==> config.mk <==
export PLATFORM = sky130hd
export DESIGN_NAME = frame_push_seq
export DESIGN_NICKNAME = d
export VERILOG_FILES = /design/src/rtl/frame_push_pkg.sv /design/src/rtl/frame_pick_hi.sv /design/src/rtl/frame_xval_mux.sv /design/src/rtl/frame_push_seq.sv
export SDC_FILE = /design/constraint.sdc
export NUM_CORES = 1
export LEC_CHECK = 0
export BUFFER_PORTS_ARGS = -buffer_cell sky130_fd_sc_hd__buf_2
export CAP_MARGIN = 0
export CORE_MARGIN = 5
export CORE_UTILIZATION = 52
export DETAILED_ROUTE_END_ITERATION = 8
export PLACE_DENSITY_LB_ADDON = 0.12
export RECOVER_POWER = 100
export SKIP_CTS_REPAIR_TIMING = 1
export SYNTH_ARGS = -nofsm -noshare
export SYNTH_HDL_FRONTEND = slang
export SYNTH_SLANG_ARGS = --single-unit
==> constraint.sdc <==
create_clock -name clk -period 2.6 [get_ports clk]
set_input_delay 0.52 -clock clk [delete_from_list [all_inputs] [get_ports clk]]
set_output_delay 0.52 -clock clk [all_outputs]
set_load 0.05 [all_outputs]
==> src/rtl/frame_push_pkg.sv <==
package frame_push_pkg;

  typedef enum logic [1:0] {
    ST_IDLE  = 2'd0,
    ST_PUSH  = 2'd1,
    ST_ALLOC = 2'd2,
    ST_EXTRA = 2'd3
  } seq_state_e;

  typedef enum logic [1:0] {
    XSEL_NONE  = 2'b00,
    XSEL_SP    = 2'b01,
    XSEL_IMM16 = 2'b10,
    XSEL_IMM32 = 2'b11
  } xsel_e;

endpackage

==> src/rtl/frame_pick_hi.sv <==
module frame_pick_hi #(
  parameter int W     = 12,
  localparam int IDXW = (W > 1) ? $clog2(W) : 1
) (
  input  logic [W-1:0]    bits,
  output logic [IDXW-1:0] idx,
  output logic            any
);
  always_comb begin
    idx = '0;
    for (int i = 0; i < W; i++) begin
      if (bits[i]) idx = IDXW'(i);
    end
    any = |bits;
  end
endmodule

==> src/rtl/frame_xval_mux.sv <==
module frame_xval_mux
  import frame_push_pkg::*;
#(
  parameter int XLEN = 32
) (
  input  logic [1:0]      sel,
  input  logic [XLEN-1:0] sp,
  input  logic [XLEN-1:0] imm,
  output logic [XLEN-1:0] value
);
  always_comb begin
    case (sel)
      XSEL_SP:    value = sp;
      XSEL_IMM16: value = {{(XLEN-16){imm[15]}}, imm[15:0]};
      XSEL_IMM32: value = imm;
      default:    value = '0;
    endcase
  end
endmodule

==> src/rtl/frame_push_seq.sv <==
module frame_push_seq
  import frame_push_pkg::*;
#(
  parameter int LIST_W   = 12,
  parameter int IMM_W    = 5,
  parameter int XLEN     = 32,
  parameter int RADDR_W  = 5,
  parameter int BASE_REG = 20,
  localparam int IDXW    = (LIST_W > 1) ? $clog2(LIST_W) : 1,
  localparam int WORD_B  = XLEN / 8
) (
  input  logic               clk,
  input  logic               rst_n,
  input  logic               start,
  input  logic [LIST_W-1:0]  reg_list,
  input  logic [IMM_W-1:0]   frame_imm,
  input  logic [1:0]         ext_sel,
  input  logic [XLEN-1:0]    sp_in,
  input  logic [XLEN-1:0]    ext_imm,
  output logic               busy,
  output logic               done,
  output logic [XLEN-1:0]    sp_out,
  output logic [RADDR_W-1:0] rf_raddr,
  input  logic [XLEN-1:0]    rf_rdata,
  output logic               mem_wvalid,
  input  logic               mem_wready,
  output logic [XLEN-1:0]    mem_waddr,
  output logic [XLEN-1:0]    mem_wdata,
  output logic               ext_we,
  output logic [XLEN-1:0]    ext_value
);

  seq_state_e        state_q, state_d;
  logic [LIST_W-1:0] list_q, list_d;
  logic [XLEN-1:0]   sp_q, sp_d;
  logic [IMM_W-1:0]  imm_q;
  logic [1:0]        sel_q;
  logic [XLEN-1:0]   xim_q;
  logic              done_q, done_d;
  logic              xwe_q, xwe_d;
  logic [XLEN-1:0]   xval_q;
  logic              ld_en;

  logic [IDXW-1:0]   pick_idx;
  logic              pick_any;
  logic [XLEN-1:0]   xval_w;
  logic [LIST_W-1:0] list_clr;
  logic [XLEN-1:0]   sp_dec;

  frame_pick_hi #(.W(LIST_W)) u_pick (
    .bits (list_q),
    .idx  (pick_idx),
    .any  (pick_any)
  );

  frame_xval_mux #(.XLEN(XLEN)) u_xval (
    .sel   (sel_q),
    .sp    (sp_q),
    .imm   (xim_q),
    .value (xval_w)
  );

  assign sp_dec   = sp_q - XLEN'(WORD_B);
  assign list_clr = list_q & ~(LIST_W'(1) << pick_idx);
  assign ld_en    = (state_q == ST_IDLE) && start;

  always_comb begin
    state_d = state_q;
    list_d  = list_q;
    sp_d    = sp_q;
    done_d  = 1'b0;
    xwe_d   = 1'b0;
    case (state_q)
      ST_IDLE: begin
        if (start) begin
          list_d  = reg_list;
          sp_d    = sp_in;
          state_d = (|reg_list) ? ST_PUSH : ST_ALLOC;
        end
      end
      ST_PUSH: begin
        if (mem_wready && pick_any) begin
          sp_d   = sp_dec;
          list_d = list_clr;
          if (list_clr == '0) state_d = ST_ALLOC;
        end
      end
      ST_ALLOC: begin
        sp_d = sp_q - {{(XLEN-IMM_W){1'b0}}, imm_q};
        if (sel_q == XSEL_NONE) begin
          state_d = ST_IDLE;
          done_d  = 1'b1;
        end else begin
          state_d = ST_EXTRA;
        end
      end
      ST_EXTRA: begin
        state_d = ST_IDLE;
        done_d  = 1'b1;
        xwe_d   = 1'b1;
      end
      default: state_d = ST_IDLE;
    endcase
  end

  always_ff @(posedge clk or negedge rst_n) begin
    if (!rst_n) begin
      state_q <= ST_IDLE;
      list_q  <= '0;
      sp_q    <= '0;
      done_q  <= 1'b0;
      xwe_q   <= 1'b0;
    end else begin
      state_q <= state_d;
      list_q  <= list_d;
      sp_q    <= sp_d;
      done_q  <= done_d;
      xwe_q   <= xwe_d;
    end
  end

  always_ff @(posedge clk or negedge rst_n) begin
    if (!rst_n) begin
      imm_q <= '0;
      sel_q <= XSEL_NONE;
      xim_q <= '0;
    end else if (ld_en) begin
      imm_q <= frame_imm;
      sel_q <= ext_sel;
      xim_q <= ext_imm;
    end
  end

  always_ff @(posedge clk or negedge rst_n) begin
    if (!rst_n) begin
      xval_q <= '0;
    end else if (xwe_d) begin
      xval_q <= xval_w;
    end
  end

  assign busy       = (state_q != ST_IDLE);
  assign done       = done_q;
  assign sp_out     = sp_q;
  assign rf_raddr   = RADDR_W'(BASE_REG) + RADDR_W'(pick_idx);
  assign mem_wvalid = (state_q == ST_PUSH);
  assign mem_waddr  = sp_dec;
  assign mem_wdata  = rf_rdata;
  assign ext_we     = xwe_q;
  assign ext_value  = xval_q;

endmodule

Yosys cells after proc, flatten, opt, wreduce, memory -nomap -nowiden:

Cells that the tools add are included.

* register bits: 119

* reductions and logical operators: 13
* $add $sub $neg: 3
* bitwise operators: 2
* shifts and indexed selects: 1
* equal/unequal tests: 9
* mux-type cells: 27

Operators with widths (count)
* 32-bit one-hot mux with 3 select lines: 2
* 32-bit 2-to-1 mux: 2
* 32-bit by 3-bit subtractor with 32-bit output, second input constant: 1
* 32-bit by 5-bit subtractor with 32-bit output: 1
* 12-bit 2-to-1 mux: 2
* 12-bit one-hot mux with 2 select lines: 1
* 12-bit OR reduction: 2
* 4-bit 2-to-1 mux: 4
* 2-bit 2-to-1 mux: 7
* 12-bit AND: 1
* 12-bit logical NOT: 1
* 3-bit 2-to-1 mux: 4
* 12-bit NOT: 1
* 1-bit by 4-bit left shift with 12-bit output, first input constant: 1
* 3-bit AND reduction: 3
* 2-bit equality test, second input constant: 4
* 2-bit one-hot mux with 4 select lines: 1
* 5-bit by 4-bit adder with 5-bit output, first input constant: 1
* 2-bit by 1-bit equality test with 1-bit output, second input constant: 2
* 2-bit logical NOT: 2
* 2-bit by 1-bit != test with 1-bit output, second input constant: 2
* 2-bit nonzero test: 2
* 1-bit 2-to-1 mux: 3
* 3-bit nonzero test: 1
* other kinds (3): 4

Depth between registers and ports, before layout:

Gate-level depths: netlist (run 1).

* depth in word-level cells: 18
* gate-level depth with buffers: 11

Modules after synthesis:

From an unflattened synthesis (run 1), not the netlist that was laid out.

* cells, all modules: 818
* area, all modules: 7831.3 sq um

Modules (own cells, without submodules)
* frame_push_seq: cells an instance 737, area each 7145.6 sq um, seq. area each 2977.9 sq um, times used 1
* frame_xval_mux: cells an instance 61, area each 579.3 sq um, seq. area each 0.0 sq um, times used 1
* frame_pick_hi: cells an instance 20, area each 106.4 sq um, seq. area each 0.0 sq um, times used 1

Least setup slack after synthesis (run 1):

No wires, ideal clock.

* path type: reg2out
* from: register sp_q[2], in the netlist sp_out[2]
* to: output mem_waddr[28]
* cell stages (with the launch flop): 9
* path slack: -975 ps
* buffers on the path: 1
* arrival time: 3055 ps
* path through: dfrtp_1 > inv_1 > ha_1 > nand2b_1 > clkbuf_1 > nor4_4 > nand2_1 > nor2_1 > xor2_1

* word-level cells in the longest chain between the ends: 1

RTL lines
* start, declared: RTL line frame_push_seq.sv:35 `logic [XLEN-1:0] sp_q, sp_d;`
* start signal, assigned: RTL line frame_push_seq.sv:116 `sp_q <= sp_d;`
* 32-bit by 3-bit subtractor with 32-bit output: RTL line frame_push_seq.sv:63 `assign sp_dec = sp_q - XLEN'(WORD_B);`
* end, declared: RTL line frame_push_seq.sv:27 `output logic [XLEN-1:0] mem_waddr,`

No other way between the ends.

Worst setup path after layout (run 1):

* from: register sp_q[5], in the netlist sp_out[5]
* to: output mem_waddr[19]

The elaborated chain is that of the path after synthesis.

==> results.txt, run 1 <==
The vertical die dimension came out at 134 um. The startpoint of the most critical register-to-register path is sp_out[3]. Headroom to the max-slew limit came out at -8.76%. The die covers 0.0180 mm^2. The total congestion overflow after global routing is 0.

The setup check on the worst reg-to-reg path leaves a slack of 90 ps. The post-layout instance count excluding filler cells is 1363. After synthesis, the mean cell area works out to 8.66 um^2. The kind of capture point of the worst setup path is an output port.

The final cycle utilization of the critical path came out at 115%. The routability congestion estimate from global placement is 0.917. The largest single stage delay on the critical path is 560 ps. The required time reported for the critical path endpoint came out at 2080 ps.

The number of fillers in the final layout is 1178. The routed design could run at a clock period as short as 3000 ps. The most frequently used cell type in the post-synthesis netlist is sky130_fd_sc_hd__dfrtp_1. The number of global-route vias before repair is 8004.

The highest fanout seen on the critical path came out at 5. The synthesized netlist devotes 21.7% of its cell area to compound gates. The total of endpoints with negative setup slack in the final report is 21. After detailed routing, the number of remaining DRC violations is 0. The slew of the pin with the lowest slew margin came out at 1630 ps.

The worst clock skew on the final layout came out at 14.1 ps. When the netlist entered floorplanning its net count stood at 1058. After the first detailed-routing iteration, the DRC count stood at 638.

The maximum number of pins on one net before global-route repair came out at 74. The run finished, with violations left. The synthesized design contains 0 enable-type register cells. The checks that failed: max-capacitance violations, max-slew violations, negative setup slack.

The area growth from synthesis to layout came out at 37.7%. The smallest setup slack after layout is -396 ps. The achievable clock frequency is 0.334 GHz.

The share of synthesized area occupied by flip-flops and latches is 37.2%. The most numerous cell type found on the critical path is sky130_fd_sc_hd__buf_6. The worst register-to-register path ends at sp_out[23]. For this configuration, the core starts out at a cell density of 52.9%.

Among all flip-flop cells after synthesis, the most frequent one is sky130_fd_sc_hd__dfrtp_1. The commonest cells after synthesis are sky130_fd_sc_hd__dfrtp_1 (119), sky130_fd_sc_hd__nor2_1 (104), sky130_fd_sc_hd__nand2_1 (95). The largest individual stage delay along the critical path comes from the cell sky130_fd_sc_hd__or4_4.

The clock transition at the register clock pins on the worst setup and hold paths after CTS came out at 70 ps. The combined area of the multi-input logic cells came out at 0.00494 mm^2. Data on the critical path arrives at its endpoint at 2480 ps. The number of synthesized register bits is 119. The area share of the largest cell type after synthesis came out at 37.2%.

The post-synthesis mux area share is 5.74%. The startpoint identified for the worst hold timing path is ext_imm[5]. The unique cell type count in the Yosys netlist came out at 84. The core footprint is 0.0151 mm^2. The path with the worst hold slack has its endpoint at xim_q[5]. The synthesized area is 0.00802 mm^2. The critical path goes through or4_4 -> nor4_4 -> buf_6 -> nand2_2 -> xnor2_4 -> buf_6.

In the global route stage, met3 resource usage came out at 6.79%. TritonCTS built the clock tree. Yosys printed 0 warnings. The number of failing hold endpoints at the final stage came out at 0. For met1 alone, demand over resource in global routing was 36.9%. Counting tap cells, the placed design contains a total of 1313 instances. The later-pin clock latency in the skew report is 430 ps. The number of cell rows is 45. The max-capacitance violation count came out at 1.

The met2 capacity usage during global routing is 52.2%. The fraction of layout instances using a drive strength above 1 is 37.9%. The async set or reset register ratio after synthesis came out at 100%. At the end of the flow, the number of nets in the layout was 1294. By area, the combinational part of the netlist is dominated by compound AO/OA/AOI/OAI gates. Setup repair after global routing could not meet its margin everywhere. The wire length of the first global-routing pass is 42900 um.

The logic depth of the worst register-to-register path is 7. The synthesized instance count is 926. Counting along the longest clock path gives a buffer depth of 2. The cell depth of the worst min-delay path came out at 2. The number of buffers inserted during clock tree synthesis is 17. The deepest level of the CTS H-tree came out at 4. The minimum hold slack is 325 ps. The total global-route track usage is 30.5%. The remaining antenna violation count is 0.

The layer with the highest usage after global routing is met2. The storage element area came out at 0.00300 mm^2. The synthesized-area fraction occupied by and/or/nand/nor cells came out at 20.1%. The count of pins over their slew limit is 26. Of the total synthesized cell area, the portion taken by XOR and XNOR cells is 3.57%.

The worst hold path belongs to the class in2reg. The critical path is of the reg2out type. The number of antenna repair diodes came out at 0. The sink count of the clock tree is 119.

The via density per instance is 6.08. Yosys attributes the largest share of cell area to sky130_fd_sc_hd__dfrtp_1 (37%), sky130_fd_sc_hd__mux2_2 (5.6%), sky130_fd_sc_hd__a21oi_1 (4.9%), sky130_fd_sc_hd__nor2_1 (4.9%), sky130_fd_sc_hd__nand2_1 (4.4%). The length of the first detailed-routing pass in iterations is 5. The startpoint type of the worst setup path is a flip-flop. The adder-cell share of the synthesized area came out at 2.12%. The x dimension of the die came out at 134 um. The sum of net half-perimeters after detailed placement came out at 20600 um. The via count is 8286. The cell sitting at the root of the clock tree is a sky130_fd_sc_hd__clkbuf_16. The I/O pin count came out at 256.

Summed over all instances, the cell type with the most area after synthesis is sky130_fd_sc_hd__dfrtp_1. The wire length per cell after detailed routing is 20.8 um. The final wirelength came out at 28300 um. The initial antenna violation count was 0. Port buffering added 191 buffers.
==> metrics by stage <==
stage / TNS, ps / area, um^2 / util (%) / setup slack (ps)
finish: -6160 / 11000 / 72.8 / -396
global route: -21660 / 11000 / 72.8 / -477
CTS: -9390 / 10600 / 70.0 / -513
detailed placement: -95.5 / 9990 / 66.0 / -52.1
global placement: -21.5 / 9990 / 66.0 / -17.7
floorplan: -4470 / 8520 / - / -330
==> layout make-up <==
cell class / instances / area share, %
Multi-Input combinational cell: 668 / 44.8
Sequential cell: 119 / 27.2
Timing Repair Buffer: 326 / 19.4
Clock buffer: 17 / 3.86
Tap cell: 188 / 2.13
Clock inverter: 15 / 1.62
Inverter: 30 / 1.05
==> registers in the layout, summed over array words and instances, names as in the netlist <==
name       cells
ext_value     32
sp_out        32
xim_q         32
list_q        12
imm_q          5
sel_q          2
state_q        2
done           1
ext_we         1
==> cells in the final DEF, fill, tap and decap left out, types with 17 or more instances in the layout <==
cell type,count
sky130_fd_sc_hd__clkbuf_1,65
sky130_fd_sc_hd__buf_6,28
sky130_fd_sc_hd__buf_4,118
sky130_fd_sc_hd__a21oi_1,77
sky130_fd_sc_hd__o21ai_0,64
sky130_fd_sc_hd__mux2_2,40
sky130_fd_sc_hd__clkbuf_16,17
sky130_fd_sc_hd__dfrtp_1,103
sky130_fd_sc_hd__nor2_1,93
sky130_fd_sc_hd__a22oi_1,23
sky130_fd_sc_hd__nor3_1,17
sky130_fd_sc_hd__inv_1,28
sky130_fd_sc_hd__buf_2,102
sky130_fd_sc_hd__nand2_1,83
==> per-layer routing <==
metal | vias to the layer above | part of all wire (%) | routed length (um)
li1 | 3776 | - | -
met1 | 4003 | 38 | 10800
met2 | 420 | 50 | 14100
met3 | 87 | 7.7 | 2170
met4 | 0 | 4.1 | 1170
met5 | - | 0 | 0
==> worst max-delay path by stage <==
stage                          start             to  cells past startpoint
after detailed placement  sp_out[14]  mem_waddr[19]                      7
after global placement    sp_out[14]  mem_waddr[19]                      7
after floorplan           sp_out[14]  mem_waddr[20]                      5
after global routing       sp_out[5]  mem_waddr[31]                      6
after CTS                 sp_out[14]  mem_waddr[19]                      7
final                      sp_out[5]  mem_waddr[19]                      6
==> critical path, delay by kind of cell, from the launching register on <==
family                    cells  cell delay (ps)
and+or+nand+nor               3             1020
DFF                           1              430
buffers and inverters         2              380
xor gates and xnor gates      1              210
==> cells by family after synthesis <==
family / after synthesis
and+or+nand+nor: 311
muxes: 41
buffers and inverters: 139
AOI/OAI and AO/OA: 272
adders and majority gates: 13
xor gates and xnor gates: 31
DFF: 119
Power of run 1 is not shown: default switching activity piles up to over one toggle a cycle in this logic, so the estimate is an artifact.
==> inputs of run 2 (changes only) <==
--- a/config.mk
+++ b/config.mk
@@ -15,4 +15,5 @@
 export SKIP_CTS_REPAIR_TIMING = 1
 export SYNTH_ARGS = -nofsm -noshare
 export SYNTH_HDL_FRONTEND = slang
+export SYNTH_HIERARCHICAL = 1
 export SYNTH_SLANG_ARGS = --single-unit
==> run 2 against run 1 <==
The flow finishes with violations (negative setup slack). Synthesized cell count down 12%. Sequential share of layout area decreased by 0.38 points. Largest cell class unchanged. Maximum frequency decreased by 2.3%. Utilization up 3.8 points.
==> results.txt, run 2 <==
The run finished, with violations left. The checks that failed: negative setup slack. By count the netlist is led by sky130_fd_sc_hd__dfrtp_1 (119), sky130_fd_sc_hd__mux2_2 (80), sky130_fd_sc_hd__nand2_1 (59). The via count is 8033 (-3.1%). The post-place instance area is 0.0100 mm^2 (+0.46%). The achievable clock frequency is 0.326 GHz (-2.3%).

The core footprint came to 0.0146 mm^2 (-3.3%). Setup repair after global routing could not meet its margin everywhere. The async set or reset register ratio after synthesis is 100% (unchanged). The deepest level of the CTS H-tree was 4 (unchanged). The combined area of the multi-input logic cells is 0.00501 mm^2 (+1.5%).

The number of synthesized flops with an enable pin came to 0 (unchanged). The critical path is of the reg2out type. The smallest setup slack after layout came to -466 ps (-69.6 ps). The number of DRC violations after detailed routing is 0 (unchanged). The number of input and output port buffers inserted was 191 (unchanged). The area growth from synthesis to layout is 43.3%.

The fraction of layout instances using a drive strength above 1 came out at 46.5% (+8.6 points). The via density per instance came out at 6.23 (+2.5%). The synthesized instance count came to 818 (-12%). The number of nets in the final layout was 1225 (-5.3%). The sum of net half-perimeters after detailed placement is 20600 um (+0.24%). The number of global-route vias before repair came to 8031 (+0.34%). The vertical die dimension came out at 133 um (-1.1%). The clock period minus worst slack came out at 3070 ps (+69.6 ps). The slew of the pin with the lowest slew margin is 1480 ps (-151 ps). The number of antenna repair diodes came out at 0 (unchanged).

The unique cell type count in the Yosys netlist is 72 (-14%). The critical path arrival is 2550 ps (+70 ps). The number of failing hold endpoints at the final stage came out at 0 (unchanged). Among all flip-flop cells after synthesis, the most frequent one is sky130_fd_sc_hd__dfrtp_1. The number of fillers in the final layout came out at 1033 (-12%). The starting density of the core came out at 53.5% (+0.56 points).

The number of cell rows is 44 (-2.2%). The number of warning messages in the yosys log is 6 (+6). The number of buffers on the longest clock path came out at 2 (unchanged). The kind of capture point of the worst setup path is an output port. The leading cell type in the layout, fill and taps excluded is sky130_fd_sc_hd__buf_4. The CTS tree is built.

The most common cell in the synthesized netlist is sky130_fd_sc_hd__dfrtp_1. The wire length of the first global-routing pass came out at 43600 um (+1.6%). The number of synthesized register bits came to 119 (unchanged). The share of synthesized area occupied by flip-flops and latches is 38.0% (+0.87 points).

The violation count after the first detailed-route iteration is 838 (+31%). The tightest slew margin relative to the limit was 1.30% (+10 points). The total of endpoints with negative setup slack in the final report came out at 27 (+29%).

Summed over all instances, the cell type with the most area after synthesis is sky130_fd_sc_hd__dfrtp_1. The min-delay analysis places its worst path in the category in2reg. The average cell area after synthesis is 9.57 um^2 (+11%). The max-capacitance violation count is 0 (-1). The total congestion overflow after global routing came out at 0 (unchanged).

The storage element area came out at 0.00301 mm^2 (+0.29%). The final cycle utilization of the critical path is 118% (+2.7 points). The highest fanout seen on the critical path is 2 (-3). The remaining antenna violation count is 0 (unchanged). The final instance area came to 0.0112 mm^2 (+1.7%). The number of buffers inserted during clock tree synthesis is 17 (unchanged). The sink count of the clock tree came out at 119 (unchanged).

Ranked by total cell area, the synthesized netlist is headed by sky130_fd_sc_hd__dfrtp_1 (38%), sky130_fd_sc_hd__mux2_2 (12%), sky130_fd_sc_hd__a22o_1 (4.9%), sky130_fd_sc_hd__buf_4 (3.5%), sky130_fd_sc_hd__nand2_1 (2.8%). The final standard cell utilization of the core is 76.6% (+3.8 points). The total global-route track usage came out at 31.0% (+0.49 points).

The floorplan die area came out at 0.0176 mm^2 (-2.1%). The synthesized area is 0.00783 mm^2 (-2.3%). The required time reported for the critical path endpoint is 2080 ps (about the same). The sum of negative setup slack came out at -6050 ps (+108 ps). The wire length per cell after detailed routing is 22.4 um (+7.7%).

In the layout the commonest cells are sky130_fd_sc_hd__buf_4 (132), sky130_fd_sc_hd__dfrtp_1 (100), sky130_fd_sc_hd__buf_2 (93). The worst clock skew on the final layout came out at 13.4 ps (-0.719 ps). The maximum number of pins on one net before global-route repair is 70 (-5.4%). The startpoint type of the worst setup path is a flip-flop. The I/O pin count came to 256 (unchanged). The synthesized net count was 950 (-10%).

The final wirelength was 28800 um (+1.9%). The x dimension of the die was 133 um (-1.1%). The routability congestion estimate from global placement came to 0.936 (+2.0%). The count of pins over their slew limit came out at 0 (-100%). The later-pin clock latency in the skew report came out at 420 ps (about the same). The clock transition at the register clock pins on the worst setup and hold paths after CTS is 60 ps (about the same). The initial antenna violation count is 0 (unchanged). The length of the first detailed-routing pass in iterations is 5 (unchanged). The tree is rooted in a sky130_fd_sc_hd__clkbuf_16. The area share of the largest cell type after synthesis is 38.0% (+0.87 points).
==> run 2: cells by family (layout without fill, tap and decap cells) <==
family                     after synthesis  in the layout  share of synthesized area, %
buffers and inverters                  117            404                          7.94
adders and majority gates               13             13                          2.17
muxes                                   95             95                          14.0
DFF                                    119            119                          38.0
and+or+nand+nor                        238            238                          15.9
xor gates and xnor gates                35             35                          3.91
AOI/OAI and AO/OA                      201            201                          18.0
==> run 2: area by class of cell <==
class | instances | share of cell area [%]
Timing Repair Buffer | 349 | 20.3
Inverter | 24 | 0.858
Clock buffer | 17 | 3.79
Sequential cell | 119 | 26.8
Tap cell | 184 | 2.05
Multi-Input combinational cell | 582 | 44.6
Clock inverter | 14 | 1.56
==> run 2: final timing paths <==
kind / start / to / slack (ps) / cells after the start
max: sp_out[3] / mem_waddr[24] / -470 / 8
min: ext_imm[7] / xim_q[7] / 330 / 2
max reg2reg: list_q[5] / state_q[1] / -100 / 9
min reg2reg: xim_q[30] / xim_q[30] / 500 / 1
max in group asynchronous: rst_n / sp_out[0] / 220 / 2
min in group asynchronous: rst_n / sp_out[21] / 440 / 1
==> run 2: critical path, cell delays in order, from the launching register on <==
cell and delay [ps]:
sky130_fd_sc_hd__dfrtp_2 420, sky130_fd_sc_hd__inv_2 90, sky130_fd_sc_hd__ha_4 140, sky130_fd_sc_hd__or3b_4 410
sky130_fd_sc_hd__nor4b_4 250, sky130_fd_sc_hd__buf_4 190, sky130_fd_sc_hd__nor3b_4 280, sky130_fd_sc_hd__xor2_4 180
sky130_fd_sc_hd__buf_6 170
==> run 2: per-stage QoR <==
stage | worst slack [ps] | hold WS [ps] | instances
finish | -466 | 333 | 1289
global route | -510 | 328 | 1289
CTS | -702 | 10.4 | 1258
detailed placement | -228 | 455 | 1227
global placement | -195 | 450 | 1227
floorplan | -526 | 224 | 818
==> run 2: per-layer routing <==
metal / share of wire [%] / track usage, % / wire length, um / up-vias
li1: - / - / - / 3525
met1: 39 / 39.3 / 11100 / 3946
met2: 49 / 50.6 / 14100 / 464
met3: 8.4 / 7.25 / 2420 / 98
met4: 4.1 / 14.1 / 1190 / 0
met5: 0 / 0 / 0 / -
Power of run 2 is left out for the same reason.
